### src/rtl/masked_gate_unit.sv
module masked_gate_unit #(
  parameter int SHARES = 3,
  localparam int NRND = SHARES * (SHARES - 1) / 2
) (
  input  logic              clk,
  input  logic              rst_n,
  input  logic              in_valid,
  input  logic [1:0]        op,
  input  logic [SHARES-1:0] a_sh,
  input  logic [SHARES-1:0] b_sh,
  input  logic [NRND-1:0]   rnd,
  output logic              out_valid,
  output logic [SHARES-1:0] y_sh
);
  localparam logic [1:0] OP_NOT = 2'b00;
  localparam logic [1:0] OP_XOR = 2'b01;
  localparam logic [1:0] OP_AND = 2'b10;

  logic [SHARES*SHARES-1:0] zz;
  logic [SHARES-1:0] and_sh, not_sh, nxt;

  for (genvar i = 0; i < SHARES; i++) begin : g_row
    for (genvar j = 0; j < SHARES; j++) begin : g_col
      if (j > i) begin : g_pair
        localparam int P = i * SHARES - (i * (i + 1)) / 2 + (j - i - 1);
        assign zz[i*SHARES+j] = rnd[P];
        assign zz[j*SHARES+i] = (rnd[P] ^ (a_sh[i] & b_sh[j])) ^ (a_sh[j] & b_sh[i]);
      end else if (j == i) begin : g_diag
        assign zz[i*SHARES+i] = 1'b0;
      end
    end
    assign and_sh[i] = (a_sh[i] & b_sh[i]) ^ (^zz[i*SHARES +: SHARES]);
  end

  assign not_sh = {a_sh[SHARES-1:1], ~a_sh[0]};

  always_comb begin
    case (op)
      OP_NOT:  nxt = not_sh;
      OP_XOR:  nxt = a_sh ^ b_sh;
      OP_AND:  nxt = and_sh;
      default: nxt = a_sh;
    endcase
  end

  always_ff @(posedge clk) begin
    if (!rst_n) begin
      out_valid <= 1'b0;
      y_sh      <= '0;
    end else begin
      out_valid <= in_valid;
      if (in_valid) y_sh <= nxt;
    end
  end
endmodule

### config.mk
export PLATFORM = sky130hd
export DESIGN_NAME = masked_gate_unit
export DESIGN_NICKNAME = d
export VERILOG_FILES = /design/src/rtl/masked_gate_unit.sv
export SDC_FILE = /design/constraint.sdc
export NUM_CORES = 1
export LEC_CHECK = 0
export CORE_UTILIZATION = 30
export CTS_BUF_LIST = sky130_fd_sc_hd__clkbuf_4 sky130_fd_sc_hd__clkbuf_8
export DETAILED_ROUTE_END_ITERATION = 8
export GPL_TIMING_DRIVEN = 0
export HOLD_SLACK_MARGIN = 0.03
export PLACE_DENSITY = 0.69
export SYNTH_ARGS = -nofsm -noshare
export SYNTH_HDL_FRONTEND = slang
export SYNTH_SLANG_ARGS = --single-unit
### constraint.sdc
create_clock -name clk -period 3.7 [get_ports clk]
set_input_delay 0.74 -clock clk [delete_from_list [all_inputs] [get_ports clk]]
set_output_delay 0.74 -clock clk [all_outputs]
set_load 0.005 [all_outputs]
==> results of run 1 <==
routing by layer:
| metal | part of all wire (%) | up-vias | wire, um |
|---|---|---|---|
| li1 | - | 222 | - |
| met1 | 47 | 195 | 424 |
| met2 | 49 | 12 | 444 |
| met3 | 4.1 | 0 | 37 |
| met4 | 0 | 0 | 0 |
| met5 | 0 | - | 0 |
state kept, by name, indices dropped and copies added, names as in the netlist:
name / cells
y_sh: 3
out_valid: 1
worst min-delay path: stages (launching register included):
cell and delay (ns):
dfxtp_1 0.30, nand2b_1 0.06, a21boi_0 0.07
synthesized netlist by cell type (2+ instances only):
library cell and n:
a21boi_0 2, a21oi_1 2, and3_1 2, dfxtp_1 4, ha_1 3, nand2_1 5, nand2b_1 2, o21ai_0 3
xnor2_1 6, xor2_1 2
power groups by stage:
stage          registers [mW]  clock network [mW]  logic (mW)
2_1_floorplan          0.0496                   0      0.0329
3_3_place_gp           0.0491                   0      0.0625
3_5_place_dp           0.0491                   0      0.0638
4_1_cts                0.0486              0.0560      0.0642
5_1_grt                0.0488              0.0563      0.0708
6_report               0.0486              0.0525      0.0639
per-stage QoR:
stage / setup WS (ns) / hold WS (ns)
after global placement: 1.16 / 0.468
after floorplan: 1.78 / 0.472
after CTS: 1.41 / 0.487
after global routing: 1.33 / 0.531
after detailed placement: 1.15 / 0.480
final: 1.41 / 0.486
worst paths after layout:
check	start	to	cells after the start
max	a_sh[2]	y_sh[2]$_SDFFE_PN0P_	6
min	y_sh[0]$_SDFFE_PN0P_	y_sh[0]$_SDFFE_PN0P_	2
max reg2reg	y_sh[2]$_SDFFE_PN0P_	y_sh[2]$_SDFFE_PN0P_	4
min reg2reg	y_sh[0]$_SDFFE_PN0P_	y_sh[0]$_SDFFE_PN0P_	2
area by class of cell:
| type | count | area share (%) |
|---|---|---|
| multi-input combinational | 44 | 53.6 |
| timing repair buffer | 16 | 25.4 |
| sequential | 4 | 12.7 |
| clock buffer | 3 | 3.57 |
| tap | 15 | 2.98 |
| buffer | 1 | 1.79 |
logic make-up (layout without fill, tap and decap cells):
family,after synthesis,in the layout,synth area share (%)
mux,2,2,6.12
xor+xnor,8,8,16.3
flops,4,4,18.7
buf+inv,1,20,2.62
simple gates,17,17,23.6
fa+ha+maj,3,3,8.75
compound gates,14,14,23.9
==> reports/metrics.yaml, run 1 <==
p_int_mw: 0.121
p_clk_share_pct: 31.8
max_cap_violations: 0
core-area_um2: 1320
synthToLayoutAreaGrowth_pct: 46.9
synth.top_cell.area_share_pct: 18.7
cp_slowest_cell: "clkdlybuf4s50_1"
cts_buffer_depth: 2
netSwitchingFraction_pct: 26.5
finalSetupTns_ns: 0
worstSetupEndpointType: "flip-flop"
hp-class: "flip-flop to flip-flop"
layout_commonest_cell: "clkdlybuf4s50_1"
outcome: "complete, no violations"
track_usage_pct: 13.6
crit_buf_inv: 1
ir_worst_vdd_v: 0.000113
power_density_nw_per_um2: 262
clk_latency_ns: 0.23
drtPass1Iterations: 2
worstMarginPinSlew_ns: 0.238
clock.fmax_ghz: 0.437
p_leak_nw: 0.247
via_count: 429
worstSetupPathType: "input port to flip-flop"
worst-path-max-fanout: 6
syn-num-nets: 66
use_met3_pct: 1.70
comb_power_share_pct: 38.7
syn-cell-area_um2: 429
overflow: 0
min_period_over_period_pct: 61.9
avgRoutedWirePerCell_um: 10.9
cts_max_level: 1
dieHeight_um: 39.8
synth_top_area_cell: "dfxtp_1"
synth.distinct_cells: 28
required_ns: 3.81
vias_per_cell: 5.17
hold_viol: 0
ys.flop_type: "dfxtp_1"
drtIter0Drc: 2
power_mw: 0.165
cp_top_family: "buffers and inverters"
cts_made_buffers: 3
nFillCells: 141
gr-usage-met1_pct: 14.6
fin_worst_skew_ns: 0
switchingPower_mw: 0.0437
instances_no_fill: 83
synthCells: 49
cts_sinks: 4
start_util_pct: 32.6
max_stage_delay_ns: 0.57
placed_cells: 80
avgSynthCellArea_um2: 8.76
worstPathArrival_ns: 2.40
cp-start-kind: "input port"
fin_util_pct: 47.9
r2r_slack_ns: 2.48
cts_root_buf: "clkbuf_4"
place_area_um2: 608
fp.dieArea_um2: 1590
drive_above_1_share_pct: 11.8
power.sequential.fraction_pct: 29.4
ios: 18
antenna_found_initial: 0
routabilityCongestion: 0.716
die_x_um: 39.8
grtUsageMet2_pct: 26.2
cts_hold_buf: 0
grt_pass1_vias: 400
finalSetupViolations: 0
io_buffers: 16
grt_max_degree: 10
final.min_clock_period_ns: 2.29
num_rows: 13
synthArstFlopShare_pct: 0
yosysSeqAreaShare_pct: 18.7
design_area_um2: 631
synth_area_leaders: "dfxtp_1, xnor2_1, ha_1"
relSlewSlack_pct: 83.9
yosys_warnings: 0
cts_tree: "yes"
clk_pin_slew_worst_paths_ns: 0.04
final_cell_mix: "clkdlybuf4s50_1, xnor2_1, nand2_1"
rsz0062_at_grt: "false"
ys_ff_latch: 4
path_cells: "clkdlybuf4s50_1 -> ha_1 -> mux2_4 -> a22oi_2 -> a21oi_1 -> or3b_1"
top_usage_layer: "met2"
ctsResizeCount: 0
seq_area_um2: 80.1
grt_pass1_wl_um: 1490
ant_nets: 0
hpwl_um: 742
wl_um: 906
n_antenna_cell: 0
synth_edf_count: 0
multi_input_area_um2: 338
drc: 0
post_cts_buffers: 0
nNetsFinal: 87
final_max_slew_viol_count: 0
Note: power is estimated with default switching activity, not from simulation.
==> run 2, diff against run 1 <==
==> constraint.sdc (replaced) <==
create_clock -name clk -period 2.29 [get_ports clk]
set_input_delay 0.458 -clock clk [delete_from_list [all_inputs] [get_ports clk]]
set_output_delay 0.458 -clock clk [all_outputs]
set_load 0.005 [all_outputs]
==> results of run 2 <==
Same layout as run 1 (identical final DEF). Status: complete, no violations.
Among the figures that moved: setup slack after placement 1.15 ns -> 0.0242 ns; setup slack after layout 1.41 ns -> 0.282 ns; register-to-register setup slack 2.48 ns -> 1.07 ns; total power 0.165 mW -> 0.267 mW; worst IR drop on VDD 0.000113 V -> 0.000183 V
==> run 3, diff against run 2 <==
--- a/config.mk
+++ b/config.mk
@@ -11,6 +11,7 @@
 export GPL_TIMING_DRIVEN = 0
 export HOLD_SLACK_MARGIN = 0.03
 export PLACE_DENSITY = 0.69
+export RECOVER_POWER = 50
 export SYNTH_ARGS = -nofsm -noshare
 export SYNTH_HDL_FRONTEND = slang
 export SYNTH_SLANG_ARGS = --single-unit
==> reports/metrics.yaml, run 3 (synthesis gave the netlist of run 1 again) <==
avgRoutedWirePerCell_um: 10.9  # -0.11%
hp-class: "flip-flop to flip-flop"
outcome: "complete, no violations"
track_usage_pct: 13.6  # unchanged
io_buffers: 16  # unchanged
final_max_slew_viol_count: 0  # unchanged
fp.dieArea_um2: 1590  # unchanged
cp-start-kind: "input port"
cts_hold_buf: 0  # unchanged
vias_per_cell: 5.17  # unchanged
cts_tree: "yes"
layout_commonest_cell: "clkdlybuf4s50_1"
p_leak_nw: 0.254  # +2.7%
routabilityCongestion: 0.716  # unchanged
grt_pass1_wl_um: 1490  # unchanged
worst-path-max-fanout: 6  # unchanged
via_count: 429  # unchanged
worstPathArrival_ns: 2.12
drtIter0Drc: 2  # unchanged
grt_pass1_vias: 400  # unchanged
min_period_over_period_pct: 87.7
grtUsageMet2_pct: 26.2  # unchanged
n_antenna_cell: 0  # unchanged
final_cell_mix: "clkdlybuf4s50_1, xnor2_1, nand2_1"
worstSetupEndpointType: "flip-flop"
start_util_pct: 32.6  # unchanged
finalSetupTns_ns: 0  # unchanged
relSlewSlack_pct: 83.9  # unchanged
num_rows: 13  # unchanged
drtPass1Iterations: 2  # unchanged
cts_max_level: 1  # unchanged
largest_reg_flops: 3  # unchanged
cts_made_buffers: 3  # unchanged
gr-usage-met1_pct: 14.6  # unchanged
synthToLayoutAreaGrowth_pct: 46.9  # unchanged
nFillCells: 141  # unchanged
rsz0062_at_grt: "false"
worstSetupPathType: "input port to flip-flop"
dieHeight_um: 39.8  # unchanged
cts_sinks: 4  # unchanged
core-area_um2: 1320  # unchanged
wl_um: 905  # -0.11%
required_ns: 2.40
max_cap_violations: 0  # unchanged
drive_above_1_share_pct: 11.8  # unchanged
drc: 0  # unchanged
ir_worst_vdd_v: 0.000182
post_cts_buffers: 0  # unchanged
power_density_nw_per_um2: 419
fin_worst_skew_ns: 0  # unchanged
largestRegisters: "y_sh: 3 flops, out_valid: 1 flops"
cts_buffer_depth: 2  # unchanged
ant_nets: 0  # unchanged
finalSetupViolations: 0  # unchanged
nNetsFinal: 87  # unchanged
clk_pin_slew_worst_paths_ns: 0.04  # about the same
overflow: 0  # unchanged
hold_viol: 0  # unchanged
grt_max_degree: 10  # unchanged
top_register: "y_sh"
top_usage_layer: "met2"
worstMarginPinSlew_ns: 0.238  # unchanged
antenna_found_initial: 0  # unchanged
clock.fmax_ghz: 0.498
hpwl_um: 742  # unchanged
die_x_um: 39.8  # unchanged
ios: 18  # unchanged
cts_root_buf: "clkbuf_4"
holdWs_ns: 0.485  # -0.00132 ns
ctsResizeCount: 0  # unchanged
clk_latency_ns: 0.23  # about the same
use_met3_pct: 1.70  # unchanged
final.min_clock_period_ns: 2.01
==> run 3: cell types whose count changed in the layout (fill, tap and decap cells not counted), sizes merged <==
| cell | change |
|---|---|
| dlygate4sd3 | +4 |
| clkdlybuf4s50 | -4 |
==> run 3: worst max-delay path, cell delays in order <==
cell	delay [ns]
clkdlybuf4s50_1	0.57
ha_1	0.26
mux2_4	0.27
a22oi_2	0.11
a21oi_1	0.08
or3b_1	0.37
==> run 3: path summary, 6_finish.rpt <==
check                                     startpoint                   end  slack (ns)  cells past startpoint
worst min-delay path            y_sh[0]$_SDFFE_PN0P_  y_sh[0]$_SDFFE_PN0P_        0.48                      2
worst max-delay path                         a_sh[2]  y_sh[2]$_SDFFE_PN0P_        0.28                      6
worst max register to register  y_sh[2]$_SDFFE_PN0P_  y_sh[2]$_SDFFE_PN0P_        1.07                      4
worst min register to register  y_sh[0]$_SDFFE_PN0P_  y_sh[0]$_SDFFE_PN0P_        0.48                      2
==> run 3: layer usage <==
layer  vias up  wire [um]
met2        12        444
met4         0          0
met1       195        419
li1        222          -
met3         0         40
met5         -          0
==> run 3: where the power goes <==
| group | switching [mW] | leakage (nW) | internal (mW) |
|---|---|---|---|
| Combinational | 0.0417 | 0.207 | 0.0595 |
| Clock | 0.0264 | 0.0138 | 0.0585 |
| Sequential | 0.00220 | 0.0332 | 0.0760 |
==> run 3: cell type report <==
class	instances	area, um2	share of cell area, %
Buffer	1	11.3	1.79
Sequential cell	4	80.1	12.7
Tap cell	15	18.8	2.98
Clock buffer	3	22.5	3.57
Timing Repair Buffer	16	160	25.4
Multi-Input combinational cell	44	338	53.6
==> run 3: per-stage QoR <==
stage          worst slack (ns)  total power [mW]  utilization [%]  cells  instance area (um2)
2_1_floorplan             0.648             0.133                -     49                  429
3_3_place_gp             0.0340             0.180             46.2     80                  608
3_5_place_dp             0.0242             0.182             46.2     80                  608
4_1_cts                   0.285             0.273             47.9     83                  631
5_1_grt                   0.198             0.282             47.9     83                  631
6_report                  0.282             0.264             47.9     83                  631
